--- src/rtl/dsmul_pkg.sv ---
package dsmul_pkg;

  typedef enum logic [1:0] {
    PH_IDLE  = 2'd0,
    PH_FEED  = 2'd1,
    PH_DRAIN = 2'd2
  } phase_e;

  // Word length in bits for a mode code; a 24-bit length needs an 8-bit digit.
  function automatic int unsigned len_bits(input logic [1:0] code, input int unsigned digit_w);
    case (code)
      2'd0:    len_bits = 16;
      2'd1:    len_bits = (digit_w == 8) ? 24 : 32;
      default: len_bits = 32;
    endcase
  endfunction

endpackage

--- src/rtl/dsmul_mode_ctrl.sv ---
module dsmul_mode_ctrl #(
  parameter int DIGIT_W = 8,
  parameter int CNT_W   = 3
) (
  input  logic             clk,
  input  logic             rst_n,
  input  logic [1:0]       mode_i,
  input  logic             mode_we_i,
  input  logic             busy_i,
  input  logic             finish_i,
  output logic [CNT_W-1:0] digits_o
);
  logic [1:0]       cur_mode;
  logic [1:0]       pend_mode;
  logic             pend_v;
  logic [CNT_W-1:0] dig_tbl [4];

  for (genvar g = 0; g < 4; g++) begin : g_tbl
    assign dig_tbl[g] = CNT_W'(dsmul_pkg::len_bits(2'(g), DIGIT_W) / DIGIT_W);
  end

  always_ff @(posedge clk or negedge rst_n) begin
    if (!rst_n) begin
      cur_mode  <= 2'd2;
      pend_mode <= 2'd0;
      pend_v    <= 1'b0;
    end else if (!busy_i) begin
      if (mode_we_i) cur_mode <= mode_i;
    end else if (finish_i) begin
      if (mode_we_i)   cur_mode <= mode_i;
      else if (pend_v) cur_mode <= pend_mode;
      pend_v <= 1'b0;
    end else if (mode_we_i) begin
      pend_mode <= mode_i;
      pend_v    <= 1'b1;
    end
  end

  assign digits_o = dig_tbl[cur_mode];

  // the active length cannot move during a running operation
  a_r6_mode_frozen: assert property (@(posedge clk) disable iff (!rst_n)
    (busy_i && !finish_i) |=> $stable(cur_mode));

endmodule

--- src/rtl/dsmul_seq.sv ---
module dsmul_seq #(
  parameter int CNT_W = 3
) (
  input  logic             clk,
  input  logic             rst_n,
  input  logic             start_i,
  input  logic [CNT_W-1:0] digits_i,
  input  logic             s_valid_i,
  input  logic             m_ready_i,
  output logic             s_ready_o,
  output logic             m_valid_o,
  output logic             busy_o,
  output logic             done_o,
  output logic             finish_o,
  output logic             load_o,
  output logic             feed_o,
  output logic             step_o
);
  import dsmul_pkg::*;

  phase_e           phase;
  logic [CNT_W-1:0] cnt;
  logic [CNT_W-1:0] k_q;
  logic             last;

  assign busy_o    = (phase != PH_IDLE);
  assign feed_o    = (phase == PH_FEED);
  assign load_o    = start_i && (phase == PH_IDLE);
  assign s_ready_o = feed_o && m_ready_i;
  assign m_valid_o = feed_o ? s_valid_i : (phase == PH_DRAIN);
  assign step_o    = m_valid_o && m_ready_i;
  assign last      = (cnt == k_q - 1'b1);
  assign finish_o  = step_o && last && (phase == PH_DRAIN);

  always_ff @(posedge clk or negedge rst_n) begin
    if (!rst_n) begin
      phase  <= PH_IDLE;
      cnt    <= '0;
      k_q    <= '0;
      done_o <= 1'b0;
    end else begin
      done_o <= finish_o;
      if (load_o) begin
        phase <= PH_FEED;
        cnt   <= '0;
        k_q   <= digits_i;
      end else if (step_o) begin
        if (last) begin
          cnt   <= '0;
          phase <= (phase == PH_FEED) ? PH_DRAIN : PH_IDLE;
        end else begin
          cnt <= cnt + 1'b1;
        end
      end
    end
  end

  // a start while idle opens an operation
  a_r9_busy_after_start: assert property (@(posedge clk) disable iff (!rst_n)
    (start_i && !busy_o) |=> busy_o);
  // completion pulse lasts one cycle and only outside an operation
  a_r7_done_pulse: assert property (@(posedge clk) disable iff (!rst_n)
    done_o |=> !done_o);
  a_r7_done_idle: assert property (@(posedge clk) disable iff (!rst_n)
    done_o |-> !busy_o);
  // digit counter stays inside the latched length
  a_r4_cnt_bound: assert property (@(posedge clk) disable iff (!rst_n)
    busy_o |-> (cnt < k_q));
  // a start during an operation leaves the phase unchanged unless a step ends it
  a_r8_start_ignored: assert property (@(posedge clk) disable iff (!rst_n)
    (start_i && busy_o && !step_o) |=> ($stable(cnt) && busy_o));

endmodule

--- src/rtl/dsmul_datapath.sv ---
module dsmul_datapath #(
  parameter int DIGIT_W = 8,
  parameter int MAX_W   = 32
) (
  input  logic               clk,
  input  logic               rst_n,
  input  logic               load_i,
  input  logic [MAX_W-1:0]   opa_i,
  input  logic               feed_i,
  input  logic               step_i,
  input  logic [DIGIT_W-1:0] digit_i,
  output logic [DIGIT_W-1:0] digit_o
);
  localparam int SUM_W = MAX_W + DIGIT_W;

  logic [MAX_W-1:0] a_q;
  logic [MAX_W-1:0] acc;
  logic [SUM_W-1:0] pp;
  logic [SUM_W-1:0] sum;

  assign pp      = feed_i ? ({{DIGIT_W{1'b0}}, a_q} * {{MAX_W{1'b0}}, digit_i}) : '0;
  assign sum     = {{DIGIT_W{1'b0}}, acc} + pp;
  assign digit_o = sum[DIGIT_W-1:0];

  always_ff @(posedge clk or negedge rst_n) begin
    if (!rst_n) begin
      a_q <= '0;
      acc <= '0;
    end else if (load_i) begin
      a_q <= opa_i;
      acc <= '0;
    end else if (step_i) begin
      acc <= sum[SUM_W-1:DIGIT_W];
    end
  end

  // a drain digit that was not taken is offered again unchanged
  a_r5_drain_hold: assert property (@(posedge clk) disable iff (!rst_n)
    (!feed_i && !step_i && !load_i) |=> $stable(acc));
  // the multiplicand moves only on a load
  a_r9_opa_held: assert property (@(posedge clk) disable iff (!rst_n)
    !load_i |=> $stable(a_q));

endmodule

--- src/rtl/dsmul_top.sv ---
module dsmul_top #(
  parameter int DIGIT_W = 8,
  parameter int MAX_W   = 32
) (
  input  logic               clk,
  input  logic               rst_n,
  input  logic [1:0]         mode_i,
  input  logic               mode_we_i,
  input  logic               start_i,
  input  logic [MAX_W-1:0]   opa_i,
  output logic               busy_o,
  output logic               done_o,
  input  logic               s_valid_i,
  output logic               s_ready_o,
  input  logic [DIGIT_W-1:0] s_digit_i,
  output logic               m_valid_o,
  input  logic               m_ready_i,
  output logic [DIGIT_W-1:0] m_digit_o
);
  localparam int MAX_DIG = MAX_W / DIGIT_W;
  localparam int CNT_W   = $clog2(MAX_DIG + 1);

  logic [CNT_W-1:0] digits;
  logic             finish;
  logic             load;
  logic             feed;
  logic             step;

  dsmul_mode_ctrl #(.DIGIT_W(DIGIT_W), .CNT_W(CNT_W)) u_mode (
    .clk      (clk),
    .rst_n    (rst_n),
    .mode_i   (mode_i),
    .mode_we_i(mode_we_i),
    .busy_i   (busy_o),
    .finish_i (finish),
    .digits_o (digits)
  );

  dsmul_seq #(.CNT_W(CNT_W)) u_seq (
    .clk      (clk),
    .rst_n    (rst_n),
    .start_i  (start_i),
    .digits_i (digits),
    .s_valid_i(s_valid_i),
    .m_ready_i(m_ready_i),
    .s_ready_o(s_ready_o),
    .m_valid_o(m_valid_o),
    .busy_o   (busy_o),
    .done_o   (done_o),
    .finish_o (finish),
    .load_o   (load),
    .feed_o   (feed),
    .step_o   (step)
  );

  dsmul_datapath #(.DIGIT_W(DIGIT_W), .MAX_W(MAX_W)) u_dp (
    .clk    (clk),
    .rst_n  (rst_n),
    .load_i (load),
    .opa_i  (opa_i),
    .feed_i (feed),
    .step_i (step),
    .digit_i(s_digit_i),
    .digit_o(m_digit_o)
  );

  // the input stream is closed outside an operation
  a_r4_no_input_idle: assert property (@(posedge clk) disable iff (!rst_n)
    !busy_o |-> (!s_ready_o && !m_valid_o));
  // a drain digit waiting for the consumer stays valid and stable
  a_r5_out_stable: assert property (@(posedge clk) disable iff (!rst_n)
    (m_valid_o && !m_ready_i && !s_ready_o && busy_o && !s_valid_i) |=> (m_valid_o && $stable(m_digit_o)) || s_ready_o);

endmodule

--- config.mk ---
export PLATFORM = sky130hd
export DESIGN_NAME = dsmul_top
export DESIGN_NICKNAME = d
export VERILOG_FILES = /design/src/rtl/dsmul_pkg.sv /design/src/rtl/dsmul_mode_ctrl.sv /design/src/rtl/dsmul_seq.sv /design/src/rtl/dsmul_datapath.sv /design/src/rtl/dsmul_top.sv
export SDC_FILE = /design/constraint.sdc
export NUM_CORES = 1
export LEC_CHECK = 0
export BUFFER_PORTS_ARGS = -buffer_cell sky130_fd_sc_hd__buf_4
export CORE_UTILIZATION = 42
export CTS_CLUSTER_DIAMETER = 80
export DETAILED_ROUTE_END_ITERATION = 16
export GPL_TIMING_DRIVEN = 0
export PLACE_DENSITY_LB_ADDON = 0.08
export SLEW_MARGIN = 20
export SYNTH_ARGS = -nofsm -noshare
export SYNTH_HDL_FRONTEND = slang
export SYNTH_SLANG_ARGS = --single-unit
--- constraint.sdc ---
create_clock -name clk -period 9.8 [get_ports clk]
set_clock_uncertainty 0.05 [all_clocks]
set_input_delay 2.45 -clock clk [delete_from_list [all_inputs] [get_ports clk]]
set_output_delay 2.45 -clock clk [all_outputs]
set_load 0.005 [all_outputs]
==> results of run 1 <==
==> through the flow <==
| stage | setup slack [ns] | utilization | hold WS (ns) |
|---|---|---|---|
| 2_1_floorplan | 1.105 | - | 0.4128 |
| 3_3_place_gp | -0.2240 | 0.4609 | 0.4322 |
| 3_5_place_dp | -0.2769 | 0.4609 | 0.4430 |
| 4_1_cts | 0.06634 | 0.4706 | 0.4595 |
| 5_1_grt | 0.01140 | 0.4715 | 0.4742 |
| 6_report | 0.3928 | 0.4716 | 0.4541 |
==> worst max-delay path: stages <==
cell and delay (ns):
buf_4 0.13, clkbuf_2 0.27, and2_1 0.24, fa_1 0.49
fa_1 0.51, fa_1 0.50, inv_1 0.05, fa_1 0.52
inv_1 0.05, ha_1 0.34, a2111oi_0 0.46, o21ai_1 0.22
a21boi_0 0.21, a21o_1 0.21, a21oi_1 0.16, xor2_1 0.22
nor2_1 0.07, ha_1 0.39, nand4_1 0.14, or3_4 0.38
o311ai_4 0.41, a31oi_4 0.17, o31ai_4 0.36, a221oi_4 0.15
nor4_2 0.20, xor2_1 0.20, o21ai_1 0.08
==> sequential cells by signal, summed over array words and instances, names as in the netlist <==
signal / cells
u_dp.a_q: 32
u_dp.acc: 32
u_mode.cur_mode: 2
u_mode.pend_mode: 2
u_mode.pend_v: 1
u_seq.cnt: 3
u_seq.done_o: 1
u_seq.k_q: 3
u_seq.phase: 2
==> layout make-up <==
| cell class | count | area share |
|---|---|---|
| clock inverter | 5 | 0.003948 |
| inverter | 195 | 0.05021 |
| multi-input combinational | 1220 | 0.7056 |
| clock buffer | 11 | 0.01665 |
| buffer | 71 | 0.02378 |
| antenna | 1 | 0.0001717 |
| timing repair buffer | 61 | 0.03167 |
| tap | 396 | 0.03399 |
| sequential | 78 | 0.1340 |
==> metal layers <==
layer,GRT usage,vias up,part of all wire
li1,-,5182,-
met1,0.3248,5332,0.47
met2,0.3938,184,0.48
met3,0.02512,26,0.035
met4,0.06276,0,0.013
met5,0,-,0
==> worst max path at each step <==
stage / to / cells after the start / from / slack (ns)
floorplan: u_dp.acc[26]$_DFFE_PN0P_ / 27 / s_digit_i[2] / 1.11
global placement: u_dp.acc[26]$_DFFE_PN0P_ / 28 / s_digit_i[3] / -0.22
detailed placement: u_dp.acc[30]$_DFFE_PN0P_ / 27 / s_digit_i[3] / -0.28
CTS: u_dp.acc[30]$_DFFE_PN0P_ / 27 / s_digit_i[3] / 0.07
global route: u_dp.acc[30]$_DFFE_PN0P_ / 27 / s_digit_i[3] / 0.01
finish: u_dp.acc[30]$_DFFE_PN0P_ / 27 / s_digit_i[3] / 0.39
==> layout by cell type (no fill, tap or decap), drive strengths merged, types with 27 or more instances in the layout <==
master,synthesis,routed
nand2,228,228
nand3,47,47
xor2,32,32
o21ai,79,79
fa,181,181
dfrtp,77,77
buf,18,80
clkbuf,52,62
a21o,27,27
ha,94,94
and2,193,193
xnor2,37,37
nor2,73,73
inv,195,196
a21oi,70,70
==> cell families after synthesis <==
logic type,after synthesis
and+or+nand+nor,612
DFF,78
AOI/OAI and AO/OA,258
adders and majority gates,275
xor gates and xnor gates,69
buffers and inverters,266
muxes,6
==> what timing repair did <==
action | 4_1_cts | 5_1_grt
setup buffers | 0 | 2
resized for setup | 0 | 17
endpoints found under the setup margin | 0 | 11
==> flow_summary.toml, run 1 <==
[final_layout]
area_growth_pct = 9.544
fillers = 3120
final-seq-area_um2 = 1953
final_area_um2 = 14580
nNetsFinal = 1959
final_cell_count_no_fill = 2038
multi_input_area_um2 = 10280
post_route_cells_drive_above_1_share = 0.08531

[detailed_routing]
dr.pass1.iters = 5
post_drt_wl_per_cell_um = 17.92
drc_errors = 0
wirelength_um = 36520
avgViaCountPerCell = 5.262
drtAntennaViolNets = 0
vias = 10720
drt-initial-drc-count = 543

[timing]
slew_violations = 0
timing_hold_violations_final = 0
setup_viol = 0
slew-limit-headroom = 0.4647
tightest_slew_ns = 0.8030
rsz0062_at_grt = "no"
setup-tns-final_ns = 0
timing.fmax_ghz = 0.1063
post-route-period-util = 0.9599
fin_crit_ns = 9.407

[synthesis]
yosys.cell_types.count = 79
synth_top_cell_area_share = 0.2723
synth_commonest_cells = "nand2_1, inv_1, and2_1"
yosysWarnings = 0
synth_edf_count = 0
synth_most_common_cell = "nand2_1"
synth_top_family_by_area = "adder cells"
synthesis.area_um2 = 13310
ys_ff_latch = 78
synth-xor-area-share = 0.04739
syn_inst = 1564
avgSynthCellArea_um2 = 8.508
synth_adder_area_share = 0.3607
yosys_most_used_dff = "dfrtp_1"
muxShareOfSynthArea = 0.004795
yosysSeqAreaShare = 0.1468
synthSimpleGateAreaFrac = 0.2296
synth_compound_area_frac = 0.1304
yosysTopAreaCell = "fa_1"
async_flop_share = 1.000
synth_nets = 1887
synthTopCellsByArea = "fa_1, dfrtp_1, and2_1"

[worst_setup_path]
start_kind = "input pin"
critPathArrivalTime_ns = 9.62
crit_path_end_kind = "flip-flop"
r2r-end = "u_dp.acc[30]$_DFFE_PN0P_"
r2r-start = "u_dp.a_q[5]$_DFFE_PN0P_"
worst-r2r-setup-slack_ns = 2.36
reg2reg_depth = 25
crit_type = "input pin to flip-flop"
path_max_fanout = 10
crit_required_ns = 10.01

[die]
io-pin-count = 60
initial_utilization = 0.4305
core_um2 = 30910
fp.dieW_um = 180.0
die_h_um = 180.0
rows = 64
design.die.area_um2 = 32400

[placed_design]
placed_cells = 2019
dp_hpwl_um = 29310
portBuffers = 59
gp_congestion = 0.8740
dpl_cell_area_um2 = 14240

[grt]
grt_max_degree = 79
grt_pass1_wl_um = 58940
grt_usage = 0.2357
grt.overflow.total = 0
first_global_vias = 10830
grt_antenna_before_repair = 3

[worst_hold_path]
min_path_type = "flip-flop to flip-flop"
hold_path_end = "u_seq.k_q[2]$_DFFE_PN0P_"
min_path_cells = 2
hold_start = "u_seq.k_q[2]$_DFFE_PN0P_"

[clock_network]
cts_sinks = 78
clockBufferDepth = 2
clockRootBuffer = "clkbuf_16"
cts_buffers = 9
hold_buffers = 0
htreeDepth = 3
path_clk_slew_ns = 0.06
insertion_delay_ns = 0.39
cts_tree = "done"

[outcome]
outcome = "finished clean"

[run]
cap_violations = 0
Power of run 1 is not shown: default switching activity piles up to over one toggle a cycle in this logic, so the estimate is an artifact.
==> run 2, diff against run 1 <==
==> constraint.sdc (replaced) <==
create_clock -name clk -period 9.8 [get_ports clk]
set_clock_uncertainty 0.05 [all_clocks]
set_input_delay 1.96 -clock clk [delete_from_list [all_inputs] [get_ports clk]]
set_output_delay 1.96 -clock clk [all_outputs]
set_load 0.005 [all_outputs]
==> flow_summary.toml, run 2 (synthesized netlist as in run 1, its figures left out) <==
[grt]
grt_antenna_before_repair = 3
grt.overflow.total = 0
grt_pass1_wl_um = 58940
grt_max_degree = 79
first_global_vias = 10830
grt_usage = 0.2357

[clock_network]
insertion_delay_ns = 0.39
clockRootBuffer = "clkbuf_16"
cts_buffers = 9
path_clk_slew_ns = 0.07
cts_tree = "done"
hold_buffers = 0
htreeDepth = 3
cts_sinks = 78
post_cts_resized = 0
cts_setup_buffers = 0
clockBufferDepth = 2

[detailed_routing]
vias = 10740
post_drt_wl_per_cell_um = 17.94
wirelength_um = 36520
drt-initial-drc-count = 582
avgViaCountPerCell = 5.273
dr.pass1.iters = 5
drtAntennaViolNets = 0
drc_errors = 0

[worst_setup_path]
crit_type = "input pin to flip-flop"
startpoint = "s_digit_i[3]"
r2r-start = "u_dp.a_q[7]$_DFFE_PN0P_"
critPathArrivalTime_ns = 9.45
worst-r2r-setup-slack_ns = 2.33
crit_path_end_kind = "flip-flop"
path_max_fanout = 10
r2r-end = "u_dp.acc[30]$_DFFE_PN0P_"
crit_required_ns = 10.01
reg2reg_depth = 25
start_kind = "input pin"

[timing]
setup_ws_ns = 0.5625
slew_violations = 0
setup-tns-final_ns = 0
slew-limit-headroom = 0.4675
rsz0062_at_grt = "no"
setup_viol = 0
fin_crit_ns = 9.237
tightest_slew_ns = 0.7988
post-route-period-util = 0.9426
timing.fmax_ghz = 0.1083
timing_hold_violations_final = 0

[outcome]
outcome = "finished clean"

[final_layout]
multi_input_area_um2 = 10280
final_core_util = 0.4708
nNetsFinal = 1957
post_route_cells_drive_above_1_share = 0.07932
area_growth_pct = 9.356
reg.largest.list = "u_dp.a_q x32, u_dp.acc x32"
final-seq-area_um2 = 1953
final_common_cell = "nand2_1"
fillers = 3121
final_cell_mix = "nand2_1, inv_1, and2_1"

[die]
io-pin-count = 60
die_h_um = 180.0
fp.dieW_um = 180.0
initial_utilization = 0.4305
rows = 64
design.die.area_um2 = 32400
core_um2 = 30910

[placed_design]
dp_slack_ns = 0.2131
portBuffers = 59
gp_congestion = 0.8740
dp_hpwl_um = 29310

[run]
cap_violations = 0

[worst_hold_path]
min_path_cells = 2
hold_path_end = "u_seq.k_q[2]$_DFFE_PN0P_"
hold_start = "u_seq.k_q[2]$_DFFE_PN0P_"
min_path_type = "flip-flop to flip-flop"
-- run 2: cell count changes in the layout (fill, tap and decap cells not counted) --
cell,delta
buf_2,-1
buf_4,-2
clkbuf_1,+8
clkbuf_2,-7
-- run 2: worst max path at each step --
stage                                          end  slack (ns)  depth (start not counted)
after floorplan           u_dp.acc[26]$_DFFE_PN0P_        1.60                         27
after global placement    u_dp.acc[26]$_DFFE_PN0P_        0.27                         28
after detailed placement  u_dp.acc[30]$_DFFE_PN0P_        0.21                         27
after CTS                 u_dp.acc[30]$_DFFE_PN0P_        0.56                         27
after global routing      u_dp.acc[30]$_DFFE_PN0P_        0.16                         27
final                     u_dp.acc[30]$_DFFE_PN0P_        0.56                         27
-- run 2: metal layers --
metal	share of wire	GRT usage	vias to the layer above
li1	-	-	5178
met1	0.47	0.3248	5345
met2	0.48	0.3938	187
met3	0.038	0.02512	26
met4	0.013	0.06276	0
met5	0	0	-
-- run 2: stage by stage --
stage	instance area (um^2)	cells	hold slack [ns]
floorplan	13310	1564	0.4128
global placement	14240	2019	0.4322
detailed placement	14240	2019	0.4430
CTS	14550	2035	0.4595
global route	14550	2035	0.4742
finish	14550	2036	0.4545
-- run 2: worst max-delay path: stages --
cell	delay [ns]
buf_4	0.12
clkbuf_1	0.60
and2_1	0.26
fa_1	0.45
fa_1	0.52
fa_1	0.50
inv_1	0.05
fa_1	0.52
inv_1	0.05
ha_1	0.34
a2111oi_0	0.46
o21ai_1	0.22
a21boi_0	0.21
a21o_1	0.21
a21oi_1	0.16
xor2_1	0.22
nor2_1	0.07
ha_1	0.39
nand4_1	0.14
or3_4	0.38
o311ai_4	0.42
a31oi_4	0.17
o31ai_4	0.37
a221oi_4	0.15
nor4_2	0.20
xor2_1	0.20
o21ai_1	0.08
-- run 2: final cells by class --
type	instances	area share
multi-input combinational	1220	0.7068
sequential	78	0.1342
inverter	195	0.05030
tap	396	0.03405
timing repair buffer	59	0.03070
buffer	71	0.02313
clock buffer	11	0.01668
clock inverter	5	0.003955
antenna	1	0.0001720
Power of run 2 is left out for the same reason.
